[config.mk]
export PLATFORM = sky130hd
export DESIGN_NAME = spi_sample_master
export DESIGN_NICKNAME = d
export VERILOG_FILES = /design/src/rtl/spim_pkg.sv /design/src/rtl/spim_halfper.sv /design/src/rtl/spim_seq.sv /design/src/rtl/spim_shifter.sv /design/src/rtl/spi_sample_master.sv
export SDC_FILE = /design/constraint.sdc
export NUM_CORES = 1
export LEC_CHECK = 0
export BUFFER_PORTS_ARGS = -buffer_cell sky130_fd_sc_hd__buf_2
export CORE_ASPECT_RATIO = 0.9
export CORE_MARGIN = 3
export CORE_UTILIZATION = 45
export CTS_BUF_LIST = sky130_fd_sc_hd__clkbuf_16
export CTS_CLUSTER_SIZE = 12
export DETAILED_ROUTE_END_ITERATION = 6
export GPL_TIMING_DRIVEN = 1
export PLACE_DENSITY_LB_ADDON = 0.25
export RECOVER_POWER = 25
export SYNTH_ARGS = -nofsm -noshare
export SYNTH_HDL_FRONTEND = slang
export SYNTH_SLANG_ARGS = --single-unit
[constraint.sdc]
create_clock -name clk -period 7.8 [get_ports clk]
set_input_delay 1.17 -clock clk [delete_from_list [all_inputs] [get_ports clk]]
set_output_delay 1.17 -clock clk [all_outputs]
set_load 0.05 [all_outputs]
[src/rtl/spim_pkg.sv]
`timescale 1ns/1ps
package spim_pkg;

    typedef struct packed {
        logic cpol;
        logic cpha;
        logic late;
        logic cs_hi;
    } spim_mode_t;

    typedef enum logic {
        ST_IDLE = 1'b0,
        ST_RUN  = 1'b1
    } spim_state_e;

    // slot boundary j at which bit i is captured: j = 2i + cpha + 1 + late
    function automatic logic is_sample_pt(int j, logic cpha, logic late, int w);
        int d;
        d = j - 1 - int'(cpha) - int'(late);
        return (d >= 0) && (d[0] == 1'b0) && (d <= 2 * w - 2);
    endfunction

    // slot boundary j at which bit i (i >= 1) is launched: j = 2i + cpha
    function automatic logic is_launch_pt(int j, logic cpha, int w);
        int e;
        e = j - int'(cpha);
        return (e >= 2) && (e[0] == 1'b0) && (e <= 2 * w - 2);
    endfunction

    // serial clock sits at its active level in odd slots up to 2w-1
    function automatic logic sclk_on(int slot, int w);
        return (slot[0] == 1'b1) && (slot <= 2 * w - 1);
    endfunction

endpackage

[src/rtl/spim_halfper.sv]
`timescale 1ns/1ps
module spim_halfper #(
    parameter int DIV_W = 8
) (
    input  logic             clk,
    input  logic             rst,
    input  logic             clear,
    input  logic             run,
    input  logic [DIV_W-1:0] half,
    output logic             tick
);
    localparam logic [DIV_W-1:0] ONE = DIV_W'(1);

    logic [DIV_W-1:0] cnt;

    assign tick = run && (cnt == half - ONE);

    always_ff @(posedge clk) begin
        if (rst || clear || tick) begin
            cnt <= '0;
        end else if (run) begin
            cnt <= cnt + ONE;
        end
    end

    AST_CNT_BELOW_HALF: assert property (@(posedge clk) disable iff (rst)
        run |-> (cnt < half)) else $error("half-period counter overran");

endmodule

[src/rtl/spim_seq.sv]
`timescale 1ns/1ps
module spim_seq
    import spim_pkg::*;
#(
    parameter int DATA_W = 8,
    parameter int DIV_W  = 8,
    localparam int LAST_SLOT = 2 * DATA_W + 1,
    localparam int SLOT_W    = $clog2(LAST_SLOT + 2)
) (
    input  logic              clk,
    input  logic              rst,
    input  logic              start,
    input  spim_mode_t        mode_in,
    input  logic [DIV_W-1:0]  div_in,
    input  logic              tick,
    output logic              running,
    output logic [SLOT_W-1:0] slot,
    output spim_mode_t        mode_q,
    output logic [DIV_W-1:0]  half_q,
    output logic              load,
    output logic              shift_tx,
    output logic              sample,
    output logic              finish
);
    localparam logic [SLOT_W-1:0] LAST_V = SLOT_W'(LAST_SLOT);
    localparam logic [DIV_W-1:0]  ONE    = DIV_W'(1);

    spim_state_e state;
    int          bnd;

    assign running = (state == ST_RUN);
    assign load    = start && (state == ST_IDLE);

    always_comb begin
        bnd      = int'(slot) + 1;
        shift_tx = tick && is_launch_pt(bnd, mode_q.cpha, DATA_W);
        sample   = tick && is_sample_pt(bnd, mode_q.cpha, mode_q.late, DATA_W);
        finish   = tick && (slot == LAST_V);
    end

    always_ff @(posedge clk) begin
        if (rst) begin
            state  <= ST_IDLE;
            slot   <= '0;
            mode_q <= '0;
            half_q <= ONE;
        end else if (load) begin
            state  <= ST_RUN;
            slot   <= '0;
            mode_q <= mode_in;
            half_q <= (div_in == '0) ? ONE : div_in;
        end else if (tick) begin
            if (finish) begin
                state <= ST_IDLE;
            end else begin
                slot <= slot + SLOT_W'(1);
            end
        end
    end

    AST_SLOT_IN_RANGE: assert property (@(posedge clk) disable iff (rst)
        running |-> (slot <= LAST_V)) else $error("slot beyond frame");

    AST_BUSY_START_IGNORED: assert property (@(posedge clk) disable iff (rst)
        (running && start && !finish) |=> (running && $stable(mode_q) && $stable(half_q)))
        else $error("start accepted mid transfer");

    AST_NO_SAMPLE_AT_LAUNCH: assert property (@(posedge clk) disable iff (rst)
        shift_tx |-> !finish) else $error("launch on final boundary");

endmodule

[src/rtl/spim_shifter.sv]
`timescale 1ns/1ps
module spim_shifter #(
    parameter int DATA_W = 8,
    localparam int SCNT_W = $clog2(DATA_W + 1)
) (
    input  logic              clk,
    input  logic              rst,
    input  logic              load,
    input  logic [DATA_W-1:0] tx_in,
    input  logic              shift_tx,
    input  logic              sample,
    input  logic              miso,
    input  logic              finish,
    output logic              tx_msb,
    output logic [DATA_W-1:0] rx_q,
    output logic              done_q
);
    logic [DATA_W-1:0] tx_sh;
    logic [DATA_W-1:0] rx_sh;
    logic [SCNT_W-1:0] n_cap;

    assign tx_msb = tx_sh[DATA_W-1];

    always_ff @(posedge clk) begin
        if (rst) begin
            tx_sh <= '0;
            rx_sh <= '0;
        end else begin
            if (load) begin
                tx_sh <= tx_in;
            end else if (shift_tx) begin
                tx_sh <= {tx_sh[DATA_W-2:0], 1'b0};
            end
            if (sample) begin
                rx_sh <= {rx_sh[DATA_W-2:0], miso};
            end
        end
    end

    always_ff @(posedge clk) begin
        if (rst) begin
            rx_q   <= '0;
            done_q <= 1'b0;
        end else begin
            done_q <= finish;
            if (finish) begin
                rx_q <= rx_sh;
            end
        end
    end

    // capture tally, used only by the checks below
    always_ff @(posedge clk) begin
        if (rst || load) begin
            n_cap <= '0;
        end else if (sample) begin
            n_cap <= n_cap + SCNT_W'(1);
        end
    end

    AST_FULL_CAPTURE: assert property (@(posedge clk) disable iff (rst)
        finish |-> (n_cap == SCNT_W'(DATA_W))) else $error("capture count wrong");

    AST_DONE_SINGLE: assert property (@(posedge clk) disable iff (rst)
        done_q |=> !done_q) else $error("done wider than one cycle");

    AST_RX_HELD: assert property (@(posedge clk) disable iff (rst)
        !finish |=> $stable(rx_q)) else $error("rx_byte moved outside finish");

endmodule

[src/rtl/spi_sample_master.sv]
`timescale 1ns/1ps
module spi_sample_master
    import spim_pkg::*;
#(
    parameter int DATA_W = 8,
    parameter int DIV_W  = 8
) (
    input  logic              clk,
    input  logic              rst,
    input  logic              start,
    input  logic [DATA_W-1:0] tx_byte,
    input  logic [DIV_W-1:0]  half_div,
    input  logic              mode_cpol,
    input  logic              mode_cpha,
    input  logic              mode_late,
    input  logic              mode_cs_high,
    output logic [DATA_W-1:0] rx_byte,
    output logic              done,
    output logic              spi_sclk,
    output logic              spi_mosi,
    input  logic              spi_miso,
    output logic              spi_cs
);
    localparam int SLOT_W = $clog2(2 * DATA_W + 3);

    spim_mode_t        live_mode;
    spim_mode_t        mode_q;
    logic              running;
    logic [SLOT_W-1:0] slot;
    logic [DIV_W-1:0]  half_q;
    logic              tick;
    logic              load;
    logic              shift_tx;
    logic              sample;
    logic              finish;
    logic              tx_msb;

    assign live_mode = '{cpol: mode_cpol, cpha: mode_cpha,
                         late: mode_late, cs_hi: mode_cs_high};

    spim_seq #(.DATA_W(DATA_W), .DIV_W(DIV_W)) u_seq (
        .clk(clk), .rst(rst), .start(start), .mode_in(live_mode),
        .div_in(half_div), .tick(tick), .running(running), .slot(slot),
        .mode_q(mode_q), .half_q(half_q), .load(load), .shift_tx(shift_tx),
        .sample(sample), .finish(finish)
    );

    spim_halfper #(.DIV_W(DIV_W)) u_half (
        .clk(clk), .rst(rst), .clear(load), .run(running),
        .half(half_q), .tick(tick)
    );

    spim_shifter #(.DATA_W(DATA_W)) u_shift (
        .clk(clk), .rst(rst), .load(load), .tx_in(tx_byte),
        .shift_tx(shift_tx), .sample(sample), .miso(spi_miso),
        .finish(finish), .tx_msb(tx_msb), .rx_q(rx_byte), .done_q(done)
    );

    always_comb begin
        if (running) begin
            spi_cs   = mode_q.cs_hi;
            spi_sclk = mode_q.cpol ^ sclk_on(int'(slot), DATA_W);
            spi_mosi = tx_msb;
        end else begin
            spi_cs   = !live_mode.cs_hi;
            spi_sclk = live_mode.cpol;
            spi_mosi = 1'b0;
        end
    end

    AST_CS_HELD_IN_FRAME: assert property (@(posedge clk) disable iff (rst)
        (running && $past(running)) |-> $stable(spi_cs)) else $error("cs moved in frame");

    AST_CS_OFF_AT_DONE: assert property (@(posedge clk) disable iff (rst)
        done |-> (spi_cs == !mode_cs_high)) else $error("cs active at done");

    AST_SCLK_QUIET_GUARDS: assert property (@(posedge clk) disable iff (rst)
        (running && (slot == '0 || slot >= SLOT_W'(2 * DATA_W))) |-> (spi_sclk == mode_q.cpol))
        else $error("sclk active in lead or guard slot");

endmodule

==> results.ini <==
[sta]
fmax_mhz=308.7
fin_worst_skew_ns=0.004483
slew_viol_final=0
grt_setup_unrepaired=no
layout_worst_path_cycle_share_pct=41.53
setup_tns_ns=0
setup_viol=0
hold_violations=0
period_minus_slack_ns=3.239
worstMarginPinSlew_ns=1.274
slew_headroom_pct=15.07

[worst_hold_path]
hold_class=flip-flop to flip-flop
min-delay-start=u_seq.mode_q[0]
hold_end=u_seq.mode_q[0]
holdPathStages=2

[floorplan]
dieArea_um2=6961
die_w_um=87.62
rows=26
core-area_um2=5725
initial_core_util_pct=47.12
fp.dieH_um=79.45
ioPinCount=36

[synth]
avgSynthCellArea_um2=8.326
synthArstFlopShare_pct=0
synth_top_family_by_area=simple AND/OR/NAND/NOR gates
synthSimpleGateAreaFrac_pct=22.50
synthAdderAreaFrac_pct=6.308
ys_seq_elements=51
synth_edf_count=0
synth_nets=361
ys_warn_count=0
synthMuxAreaShare_pct=4.082
synthFlopType=dfxtp_1
synth-seq-area-share_pct=37.85
synth_cell_types=42
synthCells=324
synth_area_um2=2698
synth_compound_gate_area_share_pct=18.00
synth-xor-area-share_pct=6.494

[clocking]
cts_buffer_depth=2
path_clk_slew_ns=0.07
cts_made_buffers=5
ctsHoldBuffers=0
clock_sinks=51
cts_tree=built
post_cts_resized=0
ctsRootBufferMaster=clkbuf_16
htreeDepth=2
cts_setup_buffers=0
clk_latency_ns=0.29

[placement]
dp_hpwl_um=4147
place_congestion=0.8066
portBuffers=35

[detailed_routing]
drt_iter0_drc=78
final_antenna_net_count=0
drc=0
vias_per_cell=5.604
first_pass_iters=4
totalWireLength_um=5835
via_count=2348
wire_per_inst_um=13.93

[finish]
n_antenna_cell=0
area_growth_syn_to_layout_pct=11.60
finish.net_count=385
drive_above_1_share_pct=10.89

[worst_setup_path]
r2r_cells=8
rrSetupSlack_ns=4.87
worstPathRequired_ns=6.63
setup.worst_path.start_class=flip-flop
cp.arrival_ns=2.07
cp-end-kind=output pin
crit_path_max_fanout=11
setup.worst_path.class=flip-flop to output pin
r2r_end=u_shift.tx_sh[5]
worstReg2RegStart=u_seq.slot[0]

[outcome]
status=complete, no violations

[global_routing]
grt_pass1_wl_um=9763
grt.overflow.total=0
track_usage_pct=17.33
grt_start_max_net_pins=40
antenna_found_initial=0
first_global_vias=2176

[pwr]
irDropWorstVdd_uv=120.1
power-per-cell-area_nw_per_um2=189.6
finalPower_mw=0.5707
p_leak_nw=1.195

[flow_run]
maxCapViolCount=0

cells in the mapped netlist (5+ instances only):
library cell  instances  area, µm²
nand2_1              33      123.9
inv_1                11      41.29
xor2_1               10      87.58
nand3_1              13      65.06
a31oi_1               5      31.28
ha_1                 12      150.1
dfxtp_1              51       1021
and3_1                9      56.30
or3_1                 5      31.28
a21oi_1              30      150.1
a311oi_1              8      70.07
nor2_1               30      112.6
o31ai_1               6      45.04
o21ai_0              14      70.07
xnor2_1              10      87.58
clkbuf_1             12      45.04
nand4_1              11      68.82
mux2i_1              11      110.1
how the worst max path moves through the flow:
stage	start	end	slack [ns]	cells after the start
after floorplan	u_seq.slot[0]	spi_sclk	4.59	6
after global placement	u_seq.slot[0]	spi_sclk	4.91	7
after detailed placement	u_seq.slot[0]	spi_sclk	4.87	7
after CTS	u_seq.slot[0]	spi_sclk	4.56	7
after global routing	u_seq.slot[0]	spi_sclk	4.39	7
final	u_seq.slot[0]	spi_sclk	4.56	7
kinds of logic (layout without fill, tap and decap cells):
logic type,count (synthesis),in the layout
AOI/OAI and AO/OA,76,76
muxes,11,11
adders and majority gates,13,13
DFF,51,51
buffers and inverters,30,55
xor gates and xnor gates,20,20
and+or+nand+nor,123,123
routing by layer:
layer  wire (µm)  global-route usage [%]  vias up  share of wire [%]
met3         274                   3.199        8                4.7
met2        2579                   28.24       52                 44
met5           0                       0        -                  0
met1        2917                   23.59     1080                 50
met4          63                   4.294        0                1.1
li1            -                       -     1208                  -
stage by stage:
stage          utilization, %  std cells  hold slack (ns)  instance area [µm²]  setup WS, ns
2_1_floorplan               -        324           0.4363                 2698         4.585
3_3_place_gp            50.31        411           0.4433                 2880         4.915
3_5_place_dp            50.31        411           0.4520                 2880         4.868
4_1_cts                 52.84        419           0.4621                 3025         4.557
5_1_grt                 52.58        419           0.4861                 3010         4.391
6_report                52.58        419           0.4595                 3010         4.561
report_power, final:
part	internal [mW]	switching, mW	total, mW
clock	0.118	0.0958	0.214
combinational	0.0284	0.0495	0.0779
sequential	0.269	0.00982	0.279
total	0.416	0.155	0.571
cell usage in the layout (no fill, tap or decap), types with 2 or more instances in the layout:
| master | instances |
|---|---|
| mux2i_1 | 11 |
| nor2b_1 | 3 |
| nor3_1 | 3 |
| and2_1 | 2 |
| nand2_1 | 33 |
| a311oi_1 | 8 |
| and3_1 | 9 |
| inv_1 | 11 |
| nor4_1 | 3 |
| clkbuf_16 | 5 |
| clkbuf_1 | 10 |
| xor2_1 | 10 |
| nand2b_1 | 2 |
| xnor2_1 | 10 |
| nor2_1 | 30 |
| dfxtp_1 | 51 |
| and3b_1 | 2 |
| o311ai_0 | 4 |
| buf_2 | 26 |
| nand3_1 | 13 |
| clkinvlp_4 | 2 |
| a31oi_1 | 5 |
| nand4_1 | 11 |
| or2_2 | 2 |
| or4_1 | 2 |
| ha_1 | 12 |
| o31ai_1 | 6 |
| or3_1 | 5 |
| o21ai_0 | 14 |
| a21oi_1 | 30 |
registers in the layout (all words and copies together) (netlist names):
name / flops
u_seq.slot: 5
u_half.cnt: 8
u_shift.rx_sh: 8
u_seq.half_q: 8
u_shift.rx_q: 8
u_shift.done_q: 1
u_seq.mode_q: 4
u_shift.tx_sh: 8
u_seq.running: 1
cell type report:
| cell class | instances | area (µm²) |
|---|---|---|
| multi-input cells | 243 | 1548 |
| flip-flops and latches | 51 | 1021 |
| clock inverters | 3 | 20.02 |
| well taps | 70 | 87.58 |
| clock buffers | 5 | 125.1 |
| fillers | 561 | 2715 |
| inverters | 11 | 41.29 |
| repair buffers | 36 | 167.7 |
worst max-delay path, cell delays in order, from the launching register on:
cell and delay, ns:
dfxtp_1 0.51, ha_1 0.30, and3_1 0.18, ha_1 0.13
o21ai_0 0.10, xor2_1 0.17, a21oi_1 0.14, buf_2 0.27
Note: power is estimated with default switching activity, not from simulation.
